File: src/rtl/nco_baud_pkg.sv
package nco_baud_pkg;

  // Strobes from control to datapath
  typedef struct packed {
    logic clear;   // zero accumulator and counters
    logic step;    // advance the accumulator this cycle
  } ncoCtrl_t;

endpackage

File: src/rtl/nco_baud_ctrl.sv
module nco_baud_ctrl
  import nco_baud_pkg::*;
#(
  parameter int INC_W = 16
) (
  input  logic             clk,
  input  logic             rstN,
  input  logic             enable,
  input  logic [INC_W-1:0] increment,
  output ncoCtrl_t         strobes
);

  logic incNonZero;

  assign incNonZero    = |increment;
  assign strobes.clear = ~enable;
  assign strobes.step  = enable & incNonZero;

  // A zero increment must never advance the accumulator
  assert_zero_inc_no_step_R7: assert property (@(posedge clk) disable iff (!rstN)
    (increment == '0) |-> !strobes.step);

  // Disabled means clearing, never stepping
  assert_clear_excludes_step_R6: assert property (@(posedge clk) disable iff (!rstN)
    !enable |-> (strobes.clear && !strobes.step));

endmodule

File: src/rtl/nco_baud_dp.sv
module nco_baud_dp
  import nco_baud_pkg::*;
#(
  parameter int ACC_W      = 16,
  parameter int OVS        = 16,
  parameter int FRAME_BITS = 10
) (
  input  logic             clk,
  input  logic             rstN,
  input  ncoCtrl_t         strobes,
  input  logic [ACC_W-1:0] increment,
  output logic             ovsTick,
  output logic             bitTick,
  output logic             charDone
);

  localparam int OVS_W = (OVS > 1) ? $clog2(OVS) : 1;
  localparam int BIT_W = (FRAME_BITS > 1) ? $clog2(FRAME_BITS) : 1;
  localparam logic [OVS_W-1:0] OVS_LAST = OVS_W'(OVS - 1);
  localparam logic [BIT_W-1:0] BIT_LAST = BIT_W'(FRAME_BITS - 1);

  logic [ACC_W-1:0] phase;
  logic [ACC_W:0]   phaseSum;
  logic [OVS_W-1:0] ovsCount;
  logic [BIT_W-1:0] bitCount;
  logic             carryEv;
  logic             bitEv;
  logic             charEv;

  assign phaseSum = {1'b0, phase} + {1'b0, increment};
  assign carryEv  = strobes.step & phaseSum[ACC_W];
  assign bitEv    = carryEv & (ovsCount == OVS_LAST);
  assign charEv   = bitEv & (bitCount == BIT_LAST);

  // Phase accumulator
  always_ff @(posedge clk or negedge rstN) begin
    if (!rstN) begin
      phase <= '0;
    end else if (strobes.clear) begin
      phase <= '0;
    end else if (strobes.step) begin
      phase <= phaseSum[ACC_W-1:0];
    end
  end

  // Oversample divider
  always_ff @(posedge clk or negedge rstN) begin
    if (!rstN) begin
      ovsCount <= '0;
    end else if (strobes.clear) begin
      ovsCount <= '0;
    end else if (carryEv) begin
      ovsCount <= bitEv ? '0 : ovsCount + 1'b1;
    end
  end

  // Bits-per-frame counter
  always_ff @(posedge clk or negedge rstN) begin
    if (!rstN) begin
      bitCount <= '0;
    end else if (strobes.clear) begin
      bitCount <= '0;
    end else if (bitEv) begin
      bitCount <= charEv ? '0 : bitCount + 1'b1;
    end
  end

  // Registered single-cycle outputs, all from the same stage
  always_ff @(posedge clk or negedge rstN) begin
    if (!rstN) begin
      ovsTick  <= 1'b0;
      bitTick  <= 1'b0;
      charDone <= 1'b0;
    end else begin
      ovsTick  <= carryEv;
      bitTick  <= bitEv;
      charDone <= charEv;
    end
  end

  assert_clear_zeroes_state_R6: assert property (@(posedge clk) disable iff (!rstN)
    strobes.clear |=> (phase == '0 && ovsCount == '0 && bitCount == '0));

  assert_hold_without_step_R7: assert property (@(posedge clk) disable iff (!rstN)
    (!strobes.step && !strobes.clear) |=> ($stable(phase) && !ovsTick));

  assert_bit_with_ovs_R3: assert property (@(posedge clk) disable iff (!rstN)
    bitTick |-> ovsTick);

  assert_char_with_bit_R4: assert property (@(posedge clk) disable iff (!rstN)
    charDone |-> bitTick);

  assert_bit_single_R5: assert property (@(posedge clk) disable iff (!rstN)
    bitTick |=> !bitTick);

  assert_char_single_R5: assert property (@(posedge clk) disable iff (!rstN)
    charDone |=> !charDone);

endmodule

File: src/rtl/nco_baud_top.sv
module nco_baud_top
  import nco_baud_pkg::*;
#(
  parameter int INC_W      = 16,
  parameter int OVS        = 16,
  parameter int FRAME_BITS = 10
) (
  input  logic             clk,
  input  logic             rstN,
  input  logic             enable,
  input  logic [INC_W-1:0] increment,
  output logic             ovsTick,
  output logic             bitTick,
  output logic             charDone
);

  ncoCtrl_t strobes;

  nco_baud_ctrl #(.INC_W(INC_W)) ctrl_i (
    .clk       (clk),
    .rstN      (rstN),
    .enable    (enable),
    .increment (increment),
    .strobes   (strobes)
  );

  nco_baud_dp #(.ACC_W(INC_W), .OVS(OVS), .FRAME_BITS(FRAME_BITS)) dp_i (
    .clk       (clk),
    .rstN      (rstN),
    .strobes   (strobes),
    .increment (increment),
    .ovsTick   (ovsTick),
    .bitTick   (bitTick),
    .charDone  (charDone)
  );

  // Disabled generator stays silent
  assert_idle_quiet_R6: assert property (@(posedge clk) disable iff (!rstN)
    !enable |=> (!ovsTick && !bitTick && !charDone));

endmodule

File: config.mk
export PLATFORM = sky130hd
export DESIGN_NAME = nco_baud_top
export DESIGN_NICKNAME = d
export VERILOG_FILES = /design/src/rtl/nco_baud_pkg.sv /design/src/rtl/nco_baud_ctrl.sv /design/src/rtl/nco_baud_dp.sv /design/src/rtl/nco_baud_top.sv
export SDC_FILE = /design/constraint.sdc
export NUM_CORES = 1
export LEC_CHECK = 0
export ABC_AREA = 1
export BUFFER_PORTS_ARGS = -buffer_cell sky130_fd_sc_hd__buf_2
export CORE_MARGIN = 1
export CORE_UTILIZATION = 59
export DETAILED_ROUTE_END_ITERATION = 8
export PLACE_DENSITY = 0.8
export SLEW_MARGIN = 20
export SYNTH_ARGS = -nofsm -noshare
export SYNTH_HDL_FRONTEND = slang
export SYNTH_SLANG_ARGS = --single-unit
File: constraint.sdc
create_clock -name clk -period 2.3 [get_ports clk]
set_input_delay 0.46 -clock clk [delete_from_list [all_inputs] [get_ports clk]]
set_output_delay 0.46 -clock clk [all_outputs]
set_load 0.02 [all_outputs]
==> results of run 1 <==
==> layout by cell type, fill, tap and decap left out, drive strengths merged <==
| master | n |
|---|---|
| o22ai | 1 |
| xnor2 | 2 |
| and2 | 1 |
| nand2 | 101 |
| buf | 21 |
| o21bai | 2 |
| clkinv | 2 |
| inv | 28 |
| ha | 19 |
| a21o | 2 |
| a22o | 1 |
| o21ai | 17 |
| nor4 | 1 |
| xor2 | 5 |
| a21oi | 17 |
| and3 | 1 |
| clkbuf | 3 |
| nor2 | 31 |
| or2 | 3 |
| fa | 1 |
| dfrtp | 27 |
| nor3 | 1 |
| nand3b | 4 |
| nand3 | 23 |
==> cell families after synthesis <==
kind of cell	after synthesis
flip-flops	27
AO/OA/AOI/OAI	40
buffers and inverters	32
AND/OR/NAND/NOR	166
XOR/XNOR	7
adder cells (fa/ha/maj)	20
==> power breakdown <==
part / switching, mW / total (mW) / internal (mW)
sequential: 0.0633 / 0.643 / 0.580
clock: 0.153 / 0.218 / 0.0654
combinational: 0.642 / 1.01 / 0.367
==> stage by stage <==
step | power (mW) | utilization | worst slack (ns)
2_1_floorplan | 1.42 | - | 0.388
3_3_place_gp | 1.62 | 0.661 | 0.175
3_5_place_dp | 1.65 | 0.661 | 0.0870
4_1_cts | 1.86 | 0.669 | 0.279
5_1_grt | 2.04 | 0.669 | 0.126
6_report | 1.87 | 0.669 | 0.251
==> synthesized netlist by cell type, types with 2 or more instances <==
library cell,instances,share of area
a21oi_1,16,0.039
buf_2,3,0.0072
dfrtp_1,27,0.33
ha_1,19,0.11
inv_1,24,0.043
inv_2,3,0.0054
nand2_1,94,0.17
nand2_2,5,0.015
nand2_4,2,0.011
nand3_1,22,0.053
nand3b_1,4,0.014
nor2_1,31,0.056
o21ai_0,13,0.031
o21ai_1,4,0.0097
o21bai_1,2,0.0072
or2_2,2,0.0060
xnor2_1,2,0.0084
xor2_1,5,0.021
==> state kept, by name, indices dropped and copies added (netlist names) <==
signal         flops
dp_i.ovsTick       1
dp_i.bitTick       1
dp_i.phase        16
dp_i.ovsCount      4
dp_i.bitCount      4
dp_i.charDone      1
==> area by class of cell <==
cell class	instances	area, um2
Sequential cell	27	676
Fill cell	334	1110
Inverter	29	116
Tap cell	46	57.6
Multi-Input combinational cell	233	1270
Clock buffer	3	22.5
Clock inverter	1	5.00
Timing Repair Buffer	21	105
==> metal layers <==
| layer | global-route usage | up-vias | wire, um |
|---|---|---|---|
| met5 | 0 | - | 0 |
| met4 | 0.0649 | 0 | 61 |
| met3 | 0.0189 | 8 | 80 |
| met2 | 0.418 | 26 | 2070 |
| met1 | 0.357 | 908 | 2190 |
| li1 | - | 991 | - |
==> worst paths after layout <==
path / startpoint / end / slack, ns / depth (start not counted)
worst min register to register: dp_i.phase[13]$_DFFE_PN0P_ / dp_i.phase[13]$_DFFE_PN0P_ / 0.51 / 2
min in group clk: enable / dp_i.ovsCount[0]$_DFFE_PN0P_ / 0.45 / 3
worst max register to register: dp_i.phase[0]$_DFFE_PN0P_ / dp_i.phase[14]$_DFFE_PN0P_ / 0.25 / 13
max in group asynchronous: rstN / dp_i.bitCount[0]$_DFFE_PN0P_ / 1.78 / 1
worst min-delay path: rstN / dp_i.phase[5]$_DFFE_PN0P_ / 0.11 / 1
worst max-delay path: dp_i.phase[0]$_DFFE_PN0P_ / dp_i.phase[14]$_DFFE_PN0P_ / 0.25 / 13
==> metrics.cfg, run 1 <==
[sta]
fin_skew_ns=0.00917
setup_violations=0
maxSlewViolCount=0
min_period_ns=2.05
fmaxAchievable_mhz=488
setup-tns-final_ns=0
tightest_slew_ns=0.625
hold_slack_ns=0.110
rsz0062_at_grt=false
maxSlewHeadroom=0.584
finalHoldViolCount=0
fin_crit_sh=0.891

[setup_path]
cp-start-kind=flop
critical-path-max-stage-delay_ns=0.39
worstPathMaxFanout=4
endpoint_kind=flop
arrival_ns=2.29
critPathKind=reg -> reg
cp_data_required_time_ns=2.54
critPathSlowestCell=fa_1
cpMostUsedCell=nand2_1
cp_num_buf_inv=2
crit_chain=ha_1 > inv_1 > fa_1 > inv_1 > nand2_1 > nand2_1 > nand2_1 > o21bai_1 > nand3b_1 > nand2_1 > nand2_1 > nand3_1 > nand2_1
path_delay_family=simple AND/OR/NAND/NOR gates

[floorplanning]
die_x_um=61.3
rows=21
start_util=0.617
fp.coreArea_um2=3360
io_pins=22
dieArea_um2=3760
die_h_um=61.3

[detailed_routing]
wl_per_cell_um=12.2
viasPerCell=5.37
routed_wl_um=4410
ant_nets=0
dr_total_vias=1933
drtPass1Iterations=4
first_iter_violations=70
drcViolationCount=0

[clocking]
holdBufCountCts=0
cts_made_buffers=3
cts_tree=yes
cts_root_buf=clkbuf_4
cts.sinks=27
clk_latency_ns=0.33
cts_setup_buffers=0
cts_buffer_depth=2
cts_resized=0
clk_pin_slew_ns=0.16
htree_levels=1

[power]
leakage_nw=1.25
power.density_nw_per_um2=831
ir_drop_mv=0.367

[grt]
grt_max_degree=28
antenna_found_initial=0
grt_first_pass_wirelength_um=7070
grt_util_all_layers=0.252
overflow=0
grt_pass1_vias=1666

[yosys]
yosys.area_share.simple=0.351
synth_compound_area_frac=0.106
ys_seq_area_frac=0.326
syn_area_um2=2070
synth.avg_cell_area_um2=7.10
synthFlopType=dfrtp_1
synth-edff-count=0
synth_fp_nets=331
yosysWarnings=0
yosysUniqueCellTypes=32
syn_inst=292
yosys-mux-area-fraction=0
synth_top_family_by_area=simple AND/OR/NAND/NOR gates
synth_adder_area_share=0.124
synth-xor-area-share=0.0296
synth_seq_cells=27
synthArstFlopShare=1.00

[hold_path]
hold_path_class=in -> async

[finish]
fin_area_um2=2250
n_antenna_cell=0
drive_gt1_frac=0.137
fin_cells=360
finalNetCount=354
area_growth_pct=8.44

[placed_design]
gp_congestion=0.902
dp_hpwl_um=3440
postPlaceCellArea_um2=2220
io_buffers=21
numPlacedInstances=356

[flow_run]
max-cap-violations=0

[outcome]
status=complete, no violations

No activity file was read; power rests on OpenSTA's default activity.
==> run 2: changes to the inputs <==
Clock period 2.3 ns to 2 ns, I/O delays scaled along.
==> run 2 against run 1 <==
Via count grew 0.67%. Fmax grew 11%. Core utilization increased by 2.1 points. Hold slack got worse by 0.075 ns. Critical path depth stayed put. Register-to-register slack got worse by 0.096 ns. Clock skew decreased by 0.00075 ns. Wire length rose by 1.7%. Setup slack worse by 0.096 ns. Clock power is 12% higher. Non-clock buffer count grew 6. Sequential share of layout area down 0.92 points.
==> metrics.cfg, run 2 (synthesis results as in run 1) <==
[outcome]
status=complete, no violations

[setup_path]
critPathKind=reg -> reg
arrival_ns=2.09  ; -0.20 ns
cp_num_buf_inv=2  ; unchanged
path_delay_family=simple AND/OR/NAND/NOR gates
endpoint_kind=flop
r2r_setup_slack_ns=0.15  ; -0.10 ns
cp-start-kind=flop
worstPathMaxFanout=5  ; +1
cp_data_required_time_ns=2.24  ; -0.30 ns
critPathSlowestCell=dfrtp_1
critical-path-max-stage-delay_ns=0.38  ; about the same
crit_chain=ha_2 > inv_1 > fa_2 > inv_1 > nand2_1 > nand2_1 > nand3_1 > nand2_2 > nand2_2 > nand2_4 > nand3_2 > nand3_1 > nand2_1
cpMostUsedCell=nand2_1

[sta]
min_period_ns=1.85  ; -0.204 ns
fin_crit_sh=0.923  ; +0.0319
finalHoldViolCount=0  ; unchanged
maxSlewViolCount=0  ; unchanged
maxSlewHeadroom=0.602  ; +0.0185
fmaxAchievable_mhz=542  ; +11%
hold_slack_ns=0.0355  ; -0.0750 ns
tightest_slew_ns=0.597  ; -0.0278 ns
setup_violations=0  ; unchanged
rsz0062_at_grt=false
fin_skew_ns=0.00843  ; -0.000745 ns

[finish]
area_growth_pct=11.9
finalNetCount=361  ; +2.0%
drive_gt1_frac=0.165  ; +0.0282
top_regs=dp_i.phase (16), dp_i.bitCount (4), dp_i.ovsCount (4)
fin_area_um2=2320  ; +3.2%
final_cell_mix=94 x nand2_1, 31 x nor2_1, 27 x dfrtp_1, 24 x inv_1, 22 x nand3_1
fin_cells=367  ; +1.9%
layout_commonest_cell=nand2_1
largest_register=dp_i.phase
n_antenna_cell=0  ; unchanged
largest_reg_flops=16  ; unchanged

[clocking]
htree_levels=1  ; unchanged
cts.sinks=27  ; unchanged
cts_resized=0  ; unchanged
cts_root_buf=clkbuf_4
cts_made_buffers=3  ; unchanged
clk_latency_ns=0.34  ; about the same
holdBufCountCts=0  ; unchanged
cts_setup_buffers=0  ; unchanged
cts_buffer_depth=2  ; unchanged
cts_tree=yes
clk_pin_slew_ns=0.15  ; about the same

[floorplanning]
dieArea_um2=3760  ; unchanged
io_pins=22  ; unchanged
start_util=0.617  ; unchanged
rows=21  ; unchanged
fp.coreArea_um2=3360  ; unchanged
die_h_um=61.3  ; unchanged
die_x_um=61.3  ; unchanged

[placed_design]
dp_hpwl_um=3510  ; +2.1%
gp_congestion=0.938  ; +4.0%
io_buffers=21  ; unchanged
numPlacedInstances=362  ; +1.7%
postPlaceCellArea_um2=2270  ; +2.0%

[grt]
grt_use_met2=0.446  ; +0.0280
overflow=0  ; unchanged
antenna_found_initial=0  ; unchanged
grt_util_all_layers=0.266  ; +0.0143
grt_first_pass_wirelength_um=7420  ; +4.9%
top_usage_layer=met2
grtUsageMet3=0.0210  ; +0.00210
grt_pass1_vias=1777  ; +6.7%
grt_max_degree=28  ; unchanged
use_met1=0.358  ; +0.000471

[detailed_routing]
wl_per_cell_um=12.2  ; -0.19%
first_iter_violations=85  ; +21%
drcViolationCount=0  ; unchanged
routed_wl_um=4480  ; +1.7%
viasPerCell=5.30  ; -1.2%
ant_nets=0  ; unchanged
drtPass1Iterations=4  ; unchanged
dr_total_vias=1946  ; +0.67%

[flow_run]
max-cap-violations=0  ; unchanged

[power]
power.density_nw_per_um2=945  ; +14%
leakage_nw=1.29  ; +2.6%
ir_drop_mv=0.469  ; +28%
power_mw=2.19  ; +17%

[hold_path]
hold_path_class=in -> async

run 2: final timing paths:
path                                                 to                      start  depth (start not counted)
max reg2reg                dp_i.ovsCount[3]$_DFFE_PN0P_  dp_i.phase[0]$_DFFE_PN0P_                         13
max in group asynchronous     dp_i.phase[9]$_DFFE_PN0P_                       rstN                          1
min in group clk           dp_i.ovsCount[0]$_DFFE_PN0P_                     enable                          3
max                        dp_i.ovsCount[3]$_DFFE_PN0P_  dp_i.phase[0]$_DFFE_PN0P_                         13
min                           dp_i.phase[4]$_DFFE_PN0P_                       rstN                          1
min reg2reg                   dp_i.phase[5]$_DFFE_PN0P_  dp_i.phase[5]$_DFFE_PN0P_                          2
run 2: where the power goes:
group / switching, mW / internal, mW / total [mW]
Clock: 0.170 / 0.0753 / 0.245
Combinational: 0.751 / 0.455 / 1.21
Sequential: 0.0755 / 0.667 / 0.743
Total: 0.997 / 1.20 / 2.19
run 2: layout make-up:
class	instances	area [um2]
Clock buffer	3	22.5
Multi-Input combinational cell	234	1290
Sequential cell	27	676
Clock inverter	1	5.00
Timing Repair Buffer	27	150
Inverter	29	116
Tap cell	46	57.6
Fill cell	324	1040
run 2: stage by stage:
step	util	TNS, ns	setup slack [ns]
after floorplan	-	0	0.148
after global placement	0.674	-0.0287	-0.0287
after detailed placement	0.674	-0.367	-0.109
after CTS	0.682	0	0.0211
after global routing	0.690	0	0.0121
final	0.690	0	0.154
run 2: per-layer routing:
metal	part of all wire	vias up	routed length, um
li1	-	1004	-
met1	0.47	874	2100
met2	0.47	55	2100
met3	0.038	13	170
met4	0.025	0	112
met5	0	-	0
